File: src/rtl/mp8_pkg.sv
package mp8_pkg;
  localparam int RES_W = 3;
  typedef logic [RES_W-1:0] res_t;
endpackage

File: src/rtl/mp8_first_even.sv
// Priority search: sel[i] marks the lowest-indexed even slot, sel[N] means all odd.
module mp8_first_even #(
  parameter int N = 8
) (
  input  logic [N-1:0] lsb,
  output logic [N:0]   sel
);
  logic run;

  always_comb begin
    run = 1'b1;
    for (int i = 0; i < N; i++) begin
      sel[i] = run & ~lsb[i];
      run    = run & lsb[i];
    end
    sel[N] = run;
  end
endmodule

File: src/rtl/mp8_bit1.sv
// OR terms for bit 1 of a product, from the operand bit-0 and bit-1 columns.
module mp8_bit1 #(
  parameter int N = 8
) (
  input  logic [N-1:0] lsb,
  input  logic [N-1:0] b1,
  output logic [N:0]   terms
);
  logic [N:0]   sel;
  logic [N-1:0] others;

  mp8_first_even #(.N(N)) u_fe (
    .lsb (lsb),
    .sel (sel)
  );

  always_comb begin
    others = '0;
    for (int j = 0; j < N; j++) begin
      others    = lsb;
      others[j] = 1'b1;
      // slot j shifted right: its bit1 becomes bit0, every other slot must be odd
      terms[j]  = sel[j] & (&others) & b1[j];
    end
    terms[N] = sel[N] & (^b1);
  end
endmodule

File: src/rtl/mp8_residue.sv
module mp8_residue
  import mp8_pkg::*;
#(
  parameter int N_OPS  = 8,
  parameter int N_USED = 6,
  parameter int OP_W   = 8
) (
  input  logic                     clk,
  input  logic                     rst_n,
  input  logic                     in_valid,
  input  logic [N_USED*OP_W-1:0]   in_ops,
  output logic [RES_W-1:0]         res_o,
  output logic                     res_valid_o
);
  localparam int N = N_OPS;

  logic [N-1:0] col0, col1, col2;
  logic [N:0]   sel_top;
  logic [N:0]   b1_terms;
  logic [N:0]   b2_terms;
  res_t         res_d, res_q, res_n;
  logic         vld_q, vld_n;

  // column extraction with padding of unused slots to the value 1
  genvar gi;
  generate
    for (gi = 0; gi < N; gi++) begin : g_col
      if (gi < N_USED) begin : g_live
        assign col0[gi] = in_ops[gi*OP_W + 0];
        assign col1[gi] = in_ops[gi*OP_W + 1];
        assign col2[gi] = in_ops[gi*OP_W + 2];
      end else begin : g_pad
        assign col0[gi] = 1'b1;
        assign col1[gi] = 1'b0;
        assign col2[gi] = 1'b0;
      end
    end
  endgenerate

  mp8_first_even #(.N(N)) u_fe_top (
    .lsb (col0),
    .sel (sel_top)
  );

  mp8_bit1 #(.N(N)) u_bit1 (
    .lsb   (col0),
    .b1    (col1),
    .terms (b1_terms)
  );

  // bit 2: for each first-even choice, bit 1 of the set with that slot shifted
  genvar gj;
  generate
    for (gj = 0; gj < N; gj++) begin : g_sub
      logic [N-1:0] lsb_m, b1_m;
      logic [N:0]   sub_terms;
      always_comb begin
        lsb_m     = col0;
        b1_m      = col1;
        lsb_m[gj] = col1[gj];
        b1_m[gj]  = col2[gj];
      end
      mp8_bit1 #(.N(N)) u_sub (
        .lsb   (lsb_m),
        .b1    (b1_m),
        .terms (sub_terms)
      );
      assign b2_terms[gj] = sel_top[gj] & (|sub_terms);
    end
  endgenerate
  assign b2_terms[N] = sel_top[N] & (^col2);

  assign res_d = {|b2_terms, |b1_terms, &col0};

  // next state
  always_comb begin
    res_n = res_q;
    if (in_valid) res_n = res_d;
    vld_n = in_valid;
  end

  // registers
  always_ff @(posedge clk or negedge rst_n) begin
    if (!rst_n) begin
      res_q <= '0;
      vld_q <= 1'b0;
    end else begin
      res_q <= res_n;
      vld_q <= vld_n;
    end
  end

  assign res_o       = res_q;
  assign res_valid_o = vld_q;
endmodule

File: config.mk
export PLATFORM = sky130hd
export DESIGN_NAME = mp8_residue
export DESIGN_NICKNAME = d
export VERILOG_FILES = /design/src/rtl/mp8_pkg.sv /design/src/rtl/mp8_first_even.sv /design/src/rtl/mp8_bit1.sv /design/src/rtl/mp8_residue.sv
export SDC_FILE = /design/constraint.sdc
export NUM_CORES = 1
export LEC_CHECK = 0
export BUFFER_PORTS_ARGS = -buffer_cell sky130_fd_sc_hd__buf_2
export CAP_MARGIN = 15
export CORE_ASPECT_RATIO = 1.25
export CORE_MARGIN = 1.5
export CORE_UTILIZATION = 41
export CTS_CLUSTER_SIZE = 14
export DETAILED_ROUTE_END_ITERATION = 8
export PLACE_DENSITY = 0.79
export REMOVE_ABC_BUFFERS = 1
export SYNTH_ARGS = -nofsm -noshare
export SYNTH_HDL_FRONTEND = slang
export SYNTH_SLANG_ARGS = --single-unit
File: constraint.sdc
create_clock -name clk -period 0.8 [get_ports clk]
set_input_delay 0.16 -clock clk [delete_from_list [all_inputs] [get_ports clk]]
set_output_delay 0.16 -clock clk [all_outputs]
set_load 0.02 [all_outputs]
==> reports/results.tsv <==
stage	metric	value	unit
layout	area_growth	74.7	%
die	start_util	45.1	%
clocking	cts_max_level	1	
power_and_ir_drop	p_int	0.000884	W
synth	synth-edff-count	0	
synth	synthCells	100	
layout	layout_common_cells	buf_4 (38), buf_2 (14), xnor2_1 (12)	
sta	hold_ws	0.155	ns
die	io_pins	55	
synth	synth_top_family_by_area	XOR/XNOR gates	
routing	drcViolationCount	0	
power_and_ir_drop	leakagePower	0.644	nW
sta	clock_skew	0	ns
synth	synth_area_leaders	xnor2_1 (14%), dfrtp_1 (12%), nand3b_1 (7.4%)	
sta	setup_viol	7	
die	die-area	2260	µm²
synth	yosys.area_share.adder	0	%
setup_path	start_kind	input port	
die	die_w	42.9	µm
layout	stdcell_count	184	
clocking	clk_pin_slew_worst_paths	0.04	ns
global_routing	globalRoute.totalOverflow	0	
sta	fmaxAchievable	737	MHz
power_and_ir_drop	clockPowerShare	18.7	%
setup_path	path_max_fanout	4	
synth	async_flop_share	100	%
run	maxCapViolCount	0	
layout	multi_input_area	719	µm²
placed_design	dp_cells	173	
synth	synth_cell_types	34	
clocking	numCtsBuffers	3	
setup_path	worstPathArrival	1.52	ns
synth	synth_compound_area_share	18.1	%
routing	viasPerCell	5.80	
sta	rsz0062_at_grt	yes	
layout	seq_area	100	µm²
synth	avgSynthCellArea	8.15	µm²
hold_path	hold_path_class	input port to flip-flop	
synth	synth_ff_type	dfrtp_1	
global_routing	use_met2	52.8	%
clocking	cts_buffer_depth	2	
power_and_ir_drop	power_frac_seq	16.7	%
sta	finalHoldViolations	0	
outcome	outcome	complete, but fails checks	
sta	tightest_slew	0.327	ns
power_and_ir_drop	p_per_area	951	nW/µm²
power_and_ir_drop	power.total	0.00135	W
layout	antenna_cells	0	
layout	drive_gt1_share	46.1	%
setup_path	cp_cell_sequence	buf_8, xnor2_4, xnor3_1, or3_1, nand4_1, a211oi_1, a31oi_1	
die	die_h	52.8	µm
global_routing	grt_pass1_wl	4700	µm
global_routing	met1_usage	27.5	%
power_and_ir_drop	power_frac_comb	64.7	%
global_routing	first_global_vias	1089	
setup_path	critPathTopFamily	XOR/XNOR gates	
sta	tns	-1.45	ns
synth	synth_seq_cells	4	
synth	synth_area	815	µm²
layout	fin_util	78.7	%
power_and_ir_drop	ir_drop	575	µV
routing	routed-via-count	1068	
die	rows	17	
global_routing	antenna_found_initial	0	
clocking	cts_sinks	4	
power_and_ir_drop	p_sw	0.000469	W
global_routing	grt_max_degree	9	
setup_path	cp.buffers_inverters	1	
routing	dr.first_iter.drc_count	57	
sta	period_share	170	%
clocking	insertion_delay	0.24	ns
synth	synth-xor-area-share	34.1	%
sta	slew_violations	0	
setup_path	required	0.96	ns
die	core	1810	µm²
routing	finalWirelength	2830	µm
setup_path	crit_path_end_kind	flip-flop	
power_and_ir_drop	p_sw_share	34.6	%
global_routing	grtUsageTotal	27.5	%
routing	dr.pass1.iters	4	
layout	final_common_cell	buf_4	
sta	period_minus_slack	1.36	ns
layout	fin_nets	218	
placed_design	place_hpwl	2010	µm
global_routing	busiest_layer	met2	
global_routing	grt_util_met3	2.41	%
synth	synthMuxAreaShare	0	%
synth	synth_top_area_share	14.0	%
clocking	cts_root_buf	clkbuf_4	
synth	yosys_warnings	0	
setup_path	max_stage_delay	0.43	ns
setup_path	cp_slowest_cell	xnor3_1	
synth	synth-simple-area-share	29.3	%
synth	synth.yosys.seq_area_share	12.3	%
outcome	failed_checks	setup timing	
placed_design	gp_congestion	0.910	
synth	synth_area_leader_cell	xnor2_1	
routing	wire_per_inst	15.4	µm
sta	maxSlewHeadroom	78.1	%
placed_design	io_buffer_count	24	
setup_path	critPathKind	input port to flip-flop	
clocking	cts_tree	yes	
routing	ant_nets	0	
layout	fillers	121	
sta	fin_ws	-0.557	ns
## cells in the mapped netlist (2+ instances only)
cell and n:
nor2_1 5, inv_1 4, xnor3_1 2, buf_6 2, o22ai_1 3, nand4_1 3, nor3_1 2, a31oi_1 5
o21ai_0 4, nor3b_1 2, xor2_1 4, clkbuf_1 2, dfrtp_1 4, nand2_1 10, a21oi_1 6, nand4b_1 5
nand3b_1 8, xnor2_1 13
## cell families after synthesis
group | Yosys count
XOR/XNOR | 23
AND/OR/NAND/NOR | 40
AO/OA/AOI/OAI | 24
flip-flops | 4
buffers and inverters | 9
## layout make-up
cell class / count / share of cell area, %
clock buffers: 3 / 1.58
inverters: 4 / 1.06
multi-input cells: 87 / 50.6
flip-flops and latches: 4 / 7.04
well taps: 19 / 1.67
repair buffers: 67 / 38.1
## metrics by stage
stage / area (µm²) / worst slack [ns]
6_report: 1420 / -0.557
5_1_grt: 1420 / -0.611
4_1_cts: 1410 / -0.514
3_5_place_dp: 1190 / -0.863
3_3_place_gp: 1190 / -0.822
2_1_floorplan: 779 / -0.646
## metal layers
metal / share of wire (%) / vias up
met5: 0 / -
met4: 5.8 / 0
met3: 6.7 / 18
met2: 53 / 70
met1: 34 / 481
li1: - / 499
## sequential cells by signal (all words and copies together), names as in the netlist
register / cells
res_o: 3
res_valid_o: 1
## worst paths after layout
kind / startpoint / endpoint / slack, ns / cells after the start
max: in_ops[1] / res_o[2] / -0.56 / 7
min: in_valid / res_valid_o / 0.15 / 2
max reg2reg: res_o[1] / res_o[1] / 0.05 / 3
min reg2reg: res_o[2] / res_o[2] / 0.55 / 2
max in group asynchronous: rst_n / res_o[1] / 0.43 / 2
min in group asynchronous: rst_n / res_o[2] / 0.25 / 2
## timing repair
item                                   4_1_cts  5_1_grt
setup endpoints to repair                    7        7
buffers inserted                             6        0
pin swaps                                    8        5
hold buffers                                 1        0
gates cloned                                 1        0
endpoints found under the hold margin        4        0
resized for setup                           35        3
## power groups by stage
| stage | clock [W] | combinational, W | sequential [W] |
|---|---|---|---|
| 6_report | 0.000253 | 0.000875 | 0.000225 |
| 5_1_grt | 0.000264 | 0.000933 | 0.000226 |
| 4_1_cts | 0.000263 | 0.000844 | 0.000225 |
| 3_5_place_dp | 0 | 0.000716 | 0.000225 |
| 3_3_place_gp | 0 | 0.000696 | 0.000224 |
| 2_1_floorplan | 0 | 0.000365 | 0.000243 |
Note: power is estimated with default switching activity, not from simulation.
